## config.mk

```make
export PLATFORM = sky130hd
export DESIGN_NAME = eth_irq_unit
export DESIGN_NICKNAME = d
export VERILOG_FILES = /design/src/rtl/eth_irq_pkg.sv /design/src/rtl/eth_irq_status.sv /design/src/rtl/eth_irq_regs.sv /design/src/rtl/eth_irq_rx_timer.sv /design/src/rtl/eth_irq_unit.sv
export SDC_FILE = /design/constraint.sdc
export NUM_CORES = 1
export LEC_CHECK = 0
export ABC_AREA = 0
export ABC_CLOCK_PERIOD_IN_PS = 3100
export BUFFER_PORTS_ARGS = -buffer_cell sky130_fd_sc_hd__buf_2
export CORE_AREA = 3 3 117 108
export CTS_BUF_LIST = sky130_fd_sc_hd__clkbuf_16
export DETAILED_ROUTE_END_ITERATION = 6
export DIE_AREA = 0 0 120 111
export SYNTH_ARGS = -nofsm -noshare
export SYNTH_HDL_FRONTEND = slang
export SYNTH_SLANG_ARGS = --single-unit
```

## constraint.sdc

```tcl
create_clock -name clk_i -period 3.1 [get_ports clk_i]
set_input_delay 0.31 -clock clk_i [delete_from_list [all_inputs] [get_ports clk_i]]
set_output_delay 0.31 -clock clk_i [all_outputs]
set_load 0.005 [all_outputs]
```

## src/rtl/eth_irq_pkg.sv

```systemverilog
package eth_irq_pkg;
  localparam int ADDR_W = 12;
  localparam int DATA_W = 32;
  localparam int NUM_SRC = 6;

  localparam logic [ADDR_W-1:0] OFS_MASK = 12'h100;
  localparam logic [ADDR_W-1:0] OFS_STAT = 12'h104;
  localparam logic [ADDR_W-1:0] OFS_TMR  = 12'h34C;

  localparam int BIT_TMR  = 5;
  localparam int BIT_DROP = 6;
  localparam int BIT_OVF  = 7;
  localparam int BIT_ERR  = 8;
  localparam int BIT_TX   = 16;
  localparam int BIT_PHY  = 24;

  localparam int TMR_EN_BIT = 27;
  localparam int THR_LSB    = 16;

  localparam logic [DATA_W-1:0] STAT_VALID =
    (32'd1 << BIT_TMR) | (32'd1 << BIT_DROP) | (32'd1 << BIT_OVF) |
    (32'd1 << BIT_ERR) | (32'd1 << BIT_TX)   | (32'd1 << BIT_PHY);

  // source index -> status bit position
  function automatic int src_bit(input int idx);
    case (idx)
      0:       return BIT_TMR;
      1:       return BIT_DROP;
      2:       return BIT_OVF;
      3:       return BIT_ERR;
      4:       return BIT_TX;
      default: return BIT_PHY;
    endcase
  endfunction
endpackage

```

## src/rtl/eth_irq_status.sv

```systemverilog
module eth_irq_status
  import eth_irq_pkg::*;
#(
  parameter int N = NUM_SRC
) (
  input  logic         clk_i,
  input  logic         rst_ni,
  input  logic [N-1:0] set_i,
  input  logic [N-1:0] clr_i,
  output logic [N-1:0] pend_o
);
  for (genvar g = 0; g < N; g++) begin : g_bit
    logic q;
    always_ff @(posedge clk_i or negedge rst_ni) begin
      if (!rst_ni)        q <= 1'b0;
      else if (set_i[g])  q <= 1'b1;   // new event beats clear
      else if (clr_i[g])  q <= 1'b0;
    end
    assign pend_o[g] = q;
  end
endmodule

```

## src/rtl/eth_irq_regs.sv

```systemverilog
module eth_irq_regs
  import eth_irq_pkg::*;
#(
  parameter int IV_W = 16,
  parameter int TH_W = 8
) (
  input  logic              clk_i,
  input  logic              rst_ni,
  input  logic              wen_i,
  input  logic [ADDR_W-1:0] addr_i,
  input  logic [DATA_W-1:0] wdata_i,
  input  logic [DATA_W-1:0] stat_i,
  output logic [DATA_W-1:0] rdata_o,
  output logic [DATA_W-1:0] mask_o,
  output logic [NUM_SRC-1:0] clr_o,
  output logic              tmr_en_o,
  output logic [IV_W-1:0]   tmr_ival_o,
  output logic [TH_W-1:0]   tmr_thr_o
);
  logic [DATA_W-1:0] mask_q;
  logic              en_q;
  logic [IV_W-1:0]   ival_q;
  logic [TH_W-1:0]   thr_q;
  logic              wr_mask, wr_stat, wr_tmr;

  assign wr_mask = wen_i && (addr_i == OFS_MASK);
  assign wr_stat = wen_i && (addr_i == OFS_STAT);
  assign wr_tmr  = wen_i && (addr_i == OFS_TMR);

  always_ff @(posedge clk_i or negedge rst_ni) begin
    if (!rst_ni) begin
      mask_q <= '0;
      en_q   <= 1'b0;
      ival_q <= '0;
      thr_q  <= '0;
    end else begin
      if (wr_mask) mask_q <= wdata_i & STAT_VALID;
      if (wr_tmr) begin
        en_q   <= wdata_i[TMR_EN_BIT];
        ival_q <= wdata_i[IV_W-1:0];
        thr_q  <= wdata_i[THR_LSB +: TH_W];
      end
    end
  end

  for (genvar g = 0; g < NUM_SRC; g++) begin : g_clr
    localparam int B = src_bit(g);
    assign clr_o[g] = wr_stat && wdata_i[B];
  end

  logic [DATA_W-1:0] tmr_word;
  always_comb begin
    tmr_word = '0;
    tmr_word[TMR_EN_BIT]        = en_q;
    tmr_word[IV_W-1:0]          = ival_q;
    tmr_word[THR_LSB +: TH_W]   = thr_q;
  end

  always_comb begin
    case (addr_i)
      OFS_MASK: rdata_o = mask_q;
      OFS_STAT: rdata_o = stat_i;
      OFS_TMR:  rdata_o = tmr_word;
      default:  rdata_o = '0;
    endcase
  end

  assign mask_o     = mask_q;
  assign tmr_en_o   = en_q;
  assign tmr_ival_o = ival_q;
  assign tmr_thr_o  = thr_q;
endmodule

```

## src/rtl/eth_irq_rx_timer.sv

```systemverilog
module eth_irq_rx_timer #(
  parameter int IV_W = 16,
  parameter int TH_W = 8
) (
  input  logic            clk_i,
  input  logic            rst_ni,
  input  logic            en_i,
  input  logic [IV_W-1:0] ival_i,
  input  logic [TH_W-1:0] thr_i,
  input  logic            frame_i,
  output logic            fire_o
);
  logic [IV_W-1:0] cnt_q;
  logic [TH_W-1:0] pend_q, pend_nx;
  logic            expire, thr_hit;

  // saturating count of frames since last notification
  assign pend_nx = (frame_i && pend_q != '1) ? pend_q + 1'b1 : pend_q;
  assign expire  = (pend_q != '0) && (cnt_q == '0) && !frame_i;
  assign thr_hit = (thr_i != '0) && (pend_nx >= thr_i);
  assign fire_o  = en_i && (expire || thr_hit);

  always_ff @(posedge clk_i or negedge rst_ni) begin
    if (!rst_ni) begin
      cnt_q  <= '0;
      pend_q <= '0;
    end else if (!en_i || fire_o) begin
      cnt_q  <= '0;
      pend_q <= '0;
    end else if (frame_i) begin
      cnt_q  <= ival_i;
      pend_q <= pend_nx;
    end else if (pend_q != '0 && cnt_q != '0) begin
      cnt_q  <= cnt_q - 1'b1;
    end
  end
endmodule

```

## src/rtl/eth_irq_unit.sv

```systemverilog
module eth_irq_unit
  import eth_irq_pkg::*;
#(
  parameter int IV_W = 16,
  parameter int TH_W = 8
) (
  input  logic              clk_i,
  input  logic              rst_ni,
  input  logic              reg_wen_i,
  input  logic [ADDR_W-1:0] reg_addr_i,
  input  logic [DATA_W-1:0] reg_wdata_i,
  output logic [DATA_W-1:0] reg_rdata_o,
  input  logic              ev_phy_i,
  input  logic              ev_tx_done_i,
  input  logic              ev_rx_err_i,
  input  logic              ev_rx_ovf_i,
  input  logic              ev_rx_drop_i,
  input  logic              rx_frame_i,
  output logic              irq_o
);
  logic [NUM_SRC-1:0] set_v, clr_v, pend_v;
  logic [DATA_W-1:0]  stat_q, mask_q;
  logic               tmr_en, tmr_fire;
  logic [IV_W-1:0]    tmr_ival;
  logic [TH_W-1:0]    tmr_thr;
  logic               irq_q;

  assign set_v = {ev_phy_i, ev_tx_done_i, ev_rx_err_i,
                  ev_rx_ovf_i, ev_rx_drop_i, tmr_fire};

  eth_irq_regs #(.IV_W(IV_W), .TH_W(TH_W)) i_regs (
    .clk_i      (clk_i),
    .rst_ni     (rst_ni),
    .wen_i      (reg_wen_i),
    .addr_i     (reg_addr_i),
    .wdata_i    (reg_wdata_i),
    .stat_i     (stat_q),
    .rdata_o    (reg_rdata_o),
    .mask_o     (mask_q),
    .clr_o      (clr_v),
    .tmr_en_o   (tmr_en),
    .tmr_ival_o (tmr_ival),
    .tmr_thr_o  (tmr_thr)
  );

  eth_irq_rx_timer #(.IV_W(IV_W), .TH_W(TH_W)) i_tmr (
    .clk_i   (clk_i),
    .rst_ni  (rst_ni),
    .en_i    (tmr_en),
    .ival_i  (tmr_ival),
    .thr_i   (tmr_thr),
    .frame_i (rx_frame_i),
    .fire_o  (tmr_fire)
  );

  eth_irq_status #(.N(NUM_SRC)) i_stat (
    .clk_i  (clk_i),
    .rst_ni (rst_ni),
    .set_i  (set_v),
    .clr_i  (clr_v),
    .pend_o (pend_v)
  );

  always_comb begin
    stat_q = '0;
    for (int i = 0; i < NUM_SRC; i++) stat_q[src_bit(i)] = pend_v[i];
  end

  always_ff @(posedge clk_i or negedge rst_ni) begin
    if (!rst_ni) irq_q <= 1'b0;
    else         irq_q <= (|(stat_q & mask_q)) | stat_q[BIT_PHY];
  end

  assign irq_o = irq_q;
endmodule

```

# After elaboration in Yosys (flattened, before gate mapping)
# Index checks and enable logic that the tools add are counted.
# classes
addsub	2
mul	0
div_mod_pow	0
n_lt_le_gt_ge	1
n_eq_ne	4
shifts	0
mux	19
n_bitwise	2
reduce_logical	32
# op_table
cell	count
case mux 28 bit (3 select lines)	1
two-way mux 16 bit	3
OR reduction 32 bit	1
AND 25 bit	1
== test 12 x 9 -> 1 bit, second input constant	2
two-way mux 8 bit	3
zero test 16 bit	1
nonzero test 16 bit	1
nonzero test 8 bit	2
subtractor 16 x 1 -> 16 bit, second input constant	1
logical AND 1 bit	15
nonzero test 2 bit	7
== test 12 x 10 -> 1 bit, second input constant	1
two-way mux 1 bit	12
adder 8 x 1 -> 8 bit, second input constant	1
>= comparator 8 bit	1
inequality test 8 bit, second input constant	1
nonzero test 3 bit	1
zero test 1 bit	2
logical OR 1 bit	2
bitwise OR 1 bit	1
# word_totals
reg_bits	62
latchBits	0
ramBits	0
mem_bits_ro	0
in_bits	53
out_inout_bits	33
elab_cells	73
memories	0

# Logic depth before layout (Yosys ltp)
# Gate-level depths: netlist of run 1.
# depth
ltp_word	9
ltp_mapped	12
ltp_nobuf	11

# Cells and area by module
# Synthesis of run 1 repeated with hierarchy kept, for this count alone.
# hier_totals
cells_unflattened	407
hier_area_um2	4115.2
# modules_own_cells
module	instances	cells_each	area_each_um2	seq_area_each_um2
eth_irq_regs	1	160	1995.7	775.7
eth_irq_rx_timer	1	217	1803.0	600.6
eth_irq_status	1	24	262.8	150.1
eth_irq_unit	1	6	53.8	25.0

# Worst setup path after synthesis of run 1
# No wires, ideal clock.
# synth_timing
path_kind	reg-to-reg
from	register i_tmr.pend_q[0]
to	register i_tmr.cnt_q[10]
setup_time_ps	143
arrival_time_ps	2533
required_ps	2957
slack_ps	423
stages_incl_launch_ff	12
n_path_buf	1
synth_period_minus_slack_ps	2677
path_cell_list	dfrtp_1 > ha_1 > nand2_1 > o31a_1 > nand4_1 > xnor2_1 > ha_1 > nand4_1 > or4_1 > nand4_1 > buf_2 > a211oi_1
# synth_via
elab_chain_cells	9
word_cells_on_any_way	15
cone_classes	add/sub (1); order compare (1); eq/ne (1); mux (2); reduce/logical (10)
# synth_rtl
item	line_no	source
from (decl)	eth_irq_rx_timer.sv:14	logic [TH_W-1:0] pend_q, pend_nx;
from (signal assigned)	eth_irq_rx_timer.sv:32	pend_q <= pend_nx;
branches (longest 9 deep; another with adder 8 x 1 -> 8 bit)	-	
to (signal assigned)	eth_irq_rx_timer.sv:31	cnt_q <= ival_i;
to (signal assigned)	eth_irq_rx_timer.sv:34	cnt_q <= cnt_q - 1'b1;
to (decl)	eth_irq_rx_timer.sv:13	logic [IV_W-1:0] cnt_q;
# Several ways; the timed one is not identified.
# A chain may end at the register's enable or synchronous reset.

# Worst setup path after layout of run 1
# layout_timing
from	register i_tmr.pend_q[0]
to	register i_tmr.cnt_q[3]
# The elaborated chain is that of the path after synthesis.

==> results.json, run 1 <==
{
  "synth_warnings": 0,
  "grt_max_degree": 30,
  "final_cell_mix": "buf_2, dfrtp_1, mux2_2",
  "synth_compound_area_frac": 0.0986,
  "final_common_cell": "buf_2",
  "die_x_um": 120,
  "final-setup-viol-count": 0,
  "worst_ep_arrival_time_ns": 3.17,
  "place_hpwl_um": 5980,
  "async_flop_share": 1.00,
  "dp.cells": 551,
  "syn-instance-count": 327,
  "synth_xor_xnor_area_share": 0.0460,
  "fin_nets": 470,
  "p_int_w": 0.00147,
  "critical_path_class": "reg2reg",
  "htreeDepth": 3,
  "total_leakage_power_nw": 2.02,
  "p_per_area_mw_per_mm2": 441,
  "combPwrFrac": 0.044,
  "startpoint_type": "register",
  "finClkSkew_ns": 0.00742,
  "critPathMaxFanout": 22,
  "finalCritPeriodShare": 0.949,
  "setup_slack_ns": 0.158,
  "p_sw_frac": 0.223,
  "slowest_stage": "dfrtp_1",
  "synthAdderAreaFrac": 0.0402,
  "final-seq-area_mm2": 0.00155,
  "drive_above_1_share": 0.331,
  "worstPathRequired_ns": 3.32,
  "path_cells": "ha_2, nand2_1, o31a_1, xnor2_2, ha_1, nand2b_1, a2111oi_0, or4_1, nand4_1, buf_12, a221oi_1",
  "post-route-drc-count": 0,
  "cts_root_buf": "clkbuf_16",
  "power_frac_seq": 0.430,
  "cts_tree": "built",
  "place_ws_ns": 0.126,
  "grt_pass1_wl_um": 13300,
  "status": "complete, no violations",
  "cts_buffer_depth": 2,
  "rows": 37,
  "dieArea_mm2": 0.0133,
  "ys_types": 51,
  "track_usage": 0.123,
  "instances_no_fill": 567,
  "wire_per_inst_um": 13.9,
  "netlist_area_mm2": 0.00342,
  "clk_pin_slew_worst_paths_ns": 0.06,
  "yosysSeqAreaShare": 0.453,
  "vias": 2757,
  "synthMuxAreaShare": 0.108,
  "antenna_found_initial": 0,
  "die_h_um": 111,
  "max_freq_mhz": 340,
  "power_switching_w": 0.000422,
  "pin_count": 86,
  "drtAntennaViolNets": 0,
  "critPathMaxStageDelay_ns": 0.43,
  "wl_um": 7910,
  "slew_violations": 0,
  "port_buffers": 73,
  "hold_viol": 0,
  "cts_made_buffers": 9,
  "drt_first_pass_iters": 5,
  "clock-sinks": 62,
  "postCtsSetupRepairBufs": 0,
  "ir_drop_v": 0.000247,
  "cap_violations": 0,
  "avgSynthCellArea_um2": 10.5,
  "critPathTopFamily": "compound AO/OA/AOI/OAI gates",
  "areaGrowthSynthToFinish_pct": 25.2,
  "drt_iter0_drc": 108,
  "gp_congestion": 0.807,
  "viasPerCell": 4.86,
  "path_buf_inv": 1,
  "tns_ns": 0,
  "ys.flop_type": "dfrtp_1",
  "synth_top_family_by_area": "simple AND/OR/NAND/NOR gates",
  "multiInputGateArea_mm2": 0.00173,
  "timing.final.crit_period_ns": 2.94,
  "fp.coreArea_mm2": 0.0114,
  "grt_pass1_vias": 2779,
  "relSlewSlack": 0.552,
  "whs_ns": 0.0143,
  "ys_ff_latch": 62,
  "synth-simple-area-share": 0.204,
  "n_antenna_cell": 0,
  "synth-edff-count": 0,
  "endpoint_kind": "register",
  "pwr-share-clk": 0.526,
  "worstSkewPairLatency_ns": 0.33,
  "fillers": 1167,
  "start_util": 0.299,
  "tightest_slew_ns": 0.672,
  "gr-total-overflow": 0,
  "hp-class": "in2async"
}
## cell usage after synthesis (5+ instances only)
cell      instances  area [um^2]
nand4_1           6         37.5
a21oi_1           5         25.0
or4_1             5         37.5
buf_4             6         45.0
a222oi_1          5         50.1
buf_2             5         25.0
a211oi_1         13         97.6
dfrtp_1          62         1550
inv_1            19         71.3
ha_1             11          138
xnor2_1          18          158
nor3_1           19         95.1
nand2_1          14         52.6
a21o_1            5         37.5
and2_1           12         75.1
mux2_2           26          293
nor4_1            6         37.5
nor2_1           24         90.1
nor2b_1           5         31.3
clkbuf_1          7         26.3
mux2_1            6         67.6
nand3_1           5         25.0
## flip-flops by register name (all words and copies together), names as in the netlist
| register | count |
|---|---|
| i_stat.g_bit.q | 6 |
| i_regs.tmr_thr_o | 8 |
| i_regs.tmr_ival_o | 16 |
| irq_o | 1 |
| i_tmr.pend_q | 8 |
| i_regs.mask_o | 6 |
| i_regs.tmr_en_o | 1 |
| i_tmr.cnt_q | 16 |
## kinds of logic after synthesis
| family | Yosys count |
|---|---|
| AND/OR/NAND/NOR | 122 |
| XOR/XNOR | 18 |
| multiplexers | 33 |
| other | 1 |
| adder cells (fa/ha/maj) | 11 |
| buffers and inverters | 37 |
| flip-flops | 62 |
| AO/OA/AOI/OAI | 43 |
## final cells by class
cell class | count | share of cell area
clock buffer | 9 | 0.0525
clock inverter | 7 | 0.0172
multi-input combinational | 233 | 0.404
tap | 156 | 0.0455
timing repair buffer | 81 | 0.102
inverter | 19 | 0.0166
sequential | 62 | 0.362
## metrics by stage
step,total power (W),utilization,instance area [um^2]
after floorplan,0.000859,-,3440
after detailed placement,0.000912,0.348,3980
after CTS,0.00192,0.374,4280
after global routing,0.00196,0.375,4290
after global placement,0.000911,0.348,3980
final,0.00189,0.375,4290
## power by group through the flow
stage | registers, W | logic, W | clock network (W)
after floorplan | 0.000828 | 0.0000314 | 0
after global placement | 0.000828 | 0.0000833 | 0
after detailed placement | 0.000828 | 0.0000844 | 0
after CTS | 0.000813 | 0.0000846 | 0.00102
after global routing | 0.000813 | 0.0000949 | 0.00105
final | 0.000814 | 0.0000827 | 0.000994
## metal layers
metal | vias up | global-route usage | routed length [um]
met2 | 69 | 0.198 | 3770
li1 | 1338 | - | -
met4 | 0 | 0.0374 | 115
met3 | 10 | 0.0337 | 364
met1 | 1340 | 0.160 | 3650
met5 | - | 0 | 0
## timing repair
item / CTS / global route
setup endpoints to repair: 0 / 8
resized for setup: 0 / 2
hold buffers: 0 / 0
hold endpoints to repair: 0 / 0
## worst paths after layout
| path | slack [ns] | to | start | cells past startpoint |
|---|---|---|---|---|
| max | 0.16 | i_tmr.cnt_q[3] | i_tmr.pend_q[0] | 11 |
| min | 0.01 | i_regs.tmr_ival_o[4] | rst_ni | 1 |
| max reg2reg | 0.16 | i_tmr.cnt_q[3] | i_tmr.pend_q[0] | 11 |
| min reg2reg | 0.51 | i_regs.mask_o[24] | i_regs.mask_o[24] | 1 |
| max in group asynchronous | 2.38 | i_tmr.cnt_q[1] | rst_ni | 2 |
| min in group clk_i | 0.16 | i_stat.g_bit[2].q | ev_rx_ovf_i | 2 |
Power figures use the tool's default switching activity.
==> run 2: changes to the inputs <==
--- a/config.mk
+++ b/config.mk
@@ -8,10 +8,10 @@
 export ABC_AREA = 0
 export ABC_CLOCK_PERIOD_IN_PS = 3100
 export BUFFER_PORTS_ARGS = -buffer_cell sky130_fd_sc_hd__buf_2
-export CORE_AREA = 3 3 117 108
+export CORE_AREA = 3 3 111 113
 export CTS_BUF_LIST = sky130_fd_sc_hd__clkbuf_16
 export DETAILED_ROUTE_END_ITERATION = 6
-export DIE_AREA = 0 0 120 111
+export DIE_AREA = 0 0 114 116
 export SYNTH_ARGS = -nofsm -noshare
 export SYNTH_HDL_FRONTEND = slang
 export SYNTH_SLANG_ARGS = --single-unit
==> run 2 against run 1 <==
Net effect: cell count is 2.5% lower; via count is 0.98% lower; combinational power is 0.6% higher; design area is 0.58% lower; sequential power hardly changed; hold slack better by 0.011 ns; global-route usage is 0.46 points higher; power is 0.22% lower.
==> results.json, run 2 (synthesized netlist as in run 1, its figures left out) <==
{
  "p_int_w": 0.00147,
  "top_layer_used": "met4",
  "critical_path_class": "reg2reg",
  "rsz0062_at_grt": "false",
  "whs_ns": 0.0251,
  "total_leakage_power_nw": 2.02,
  "grt_max_degree": 33,
  "cts_root_buf": "clkbuf_16",
  "max_freq_mhz": 344,
  "tightest_slew_ns": 0.691,
  "finClkSkew_ns": 0.00558,
  "tns_ns": 0,
  "vias": 2730,
  "cpMostUsedCell": "nand4_1",
  "fp.coreArea_mm2": 0.0114,
  "path_cells": "ha_1, nand2_1, o31a_1, nand4_1, xnor2_1, ha_1, nand4_1, or4_1, nand4_1, buf_12, a211oi_1",
  "status": "complete, no violations",
  "pwr-share-clk": 0.525,
  "critPathTopFamily": "simple AND/OR/NAND/NOR gates",
  "wl_um": 8020,
  "cts_made_buffers": 9,
  "viasPerCell": 4.94,
  "n_antenna_cell": 0,
  "slowest_stage": "or4_1",
  "slew_violations": 0,
  "areaGrowthSynthToFinish_pct": 24.5,
  "startpoint": "i_tmr.pend_q[0]",
  "gp_congestion": 0.828,
  "postCtsHoldBufs": 0,
  "final-setup-viol-count": 0,
  "routed-wl-met2_um": 3750,
  "endpoint_kind": "register",
  "drive_above_1_share": 0.327,
  "track_usage": 0.127,
  "finalCritPeriodShare": 0.938,
  "route.met3.wl_um": 374,
  "cts_tree": "built",
  "ir_drop_v": 0.000295,
  "timing.final.crit_period_ns": 2.91,
  "r2r_slack_ns": 0.19,
  "power_frac_seq": 0.431,
  "clk_pin_slew_worst_paths_ns": 0.06,
  "pin_count": 86,
  "fin_nets": 469,
  "port_buffers": 73,
  "worstSkewPairLatency_ns": 0.32,
  "drt_iter0_drc": 116,
  "hp-class": "in2async",
  "r2r-end": "i_tmr.cnt_q[13]",
  "htreeDepth": 3,
  "p_per_area_mw_per_mm2": 442,
  "post-route-drc-count": 0,
  "r2r_start": "i_tmr.pend_q[0]",
  "rows": 39,
  "final_cell_mix": "buf_2, dfrtp_1, mux2_2",
  "startpoint_type": "register",
  "antenna_found_initial": 0,
  "power_switching_w": 0.000418,
  "critPathMaxStageDelay_ns": 0.55,
  "worstPathRequired_ns": 3.29,
  "grt_pass1_wl_um": 13500,
  "gr-total-overflow": 0,
  "wl_met1_um": 3740,
  "worst_ep_arrival_time_ns": 3.10,
  "combPwrFrac": 0.044,
  "die_h_um": 116,
  "p_sw_frac": 0.222,
  "drt_first_pass_iters": 4,
  "cap_violations": 0,
  "relSlewSlack": 0.539,
  "r2r_cells": 11,
  "wire_per_inst_um": 14.5,
  "final_common_cell": "buf_2",
  "critPathMaxFanout": 22,
  "place_hpwl_um": 6080,
  "start_util": 0.300,
  "die_x_um": 114,
  "clock-sinks": 62,
  "cts_buffer_depth": 2,
  "path_buf_inv": 1,
  "drtAntennaViolNets": 0,
  "grt_pass1_vias": 2831,
  "dieArea_mm2": 0.0132,
  "hold_viol": 0
}
[run 2: cell count changes in the layout (fill, tap and decap cells not counted), sizes merged]
cell and change:
buf -1
[run 2: how the worst max path moves through the flow]
stage	to	slack, ns	cells after the start
finish	i_tmr.cnt_q[13]	0.19	11
CTS	i_tmr.cnt_q[3]	0.11	11
global route	i_tmr.cnt_q[13]	0.04	11
detailed placement	i_tmr.cnt_q[3]	0.13	11
global placement	i_tmr.cnt_q[3]	0.19	11
floorplan	i_tmr.cnt_q[10]	0.42	11
[run 2: power groups by stage]
stage               combinational (W)  clock (W)  sequential (W)
finish                      0.0000832   0.000989        0.000814
global route                0.0000959    0.00105        0.000813
CTS                         0.0000850    0.00102        0.000813
detailed placement          0.0000847          0        0.000828
global placement            0.0000833          0        0.000828
floorplan                   0.0000314          0        0.000828
[run 2: repair_timing]
| item | CTS | global route |
|---|---|---|
| setup buffers | 0 | 1 |
| gates resized for setup | 0 | 2 |
| endpoints found under the setup margin | 0 | 21 |
[run 2: stage by stage]
stage / utilization / cell area [um^2] / setup slack, ns / cells / power [W]
after floorplan: - / 3440 / 0.423 / 332 / 0.000859
after global placement: 0.346 / 3950 / 0.191 / 536 / 0.000911
after detailed placement: 0.346 / 3950 / 0.131 / 536 / 0.000913
after CTS: 0.372 / 4250 / 0.112 / 552 / 0.00192
after global routing: 0.373 / 4260 / 0.0400 / 553 / 0.00196
final: 0.373 / 4260 / 0.193 / 553 / 0.00189
[run 2: cell type report]
class / instances / area, um^2
well taps: 143 / 179
repair buffers: 80 / 430
multi-input cells: 233 / 1730
flip-flops and latches: 62 / 1550
clock buffers: 9 / 225
inverters: 19 / 71.3
fillers: 1178 / 7150
clock inverters: 7 / 73.8
[run 2: layer usage]
metal / up-vias / GRT usage
met1: 1299 / 0.168
met5: - / 0
li1: 1332 / -
met4: 0 / 0.0396
met3: 17 / 0.0303
met2: 82 / 0.208
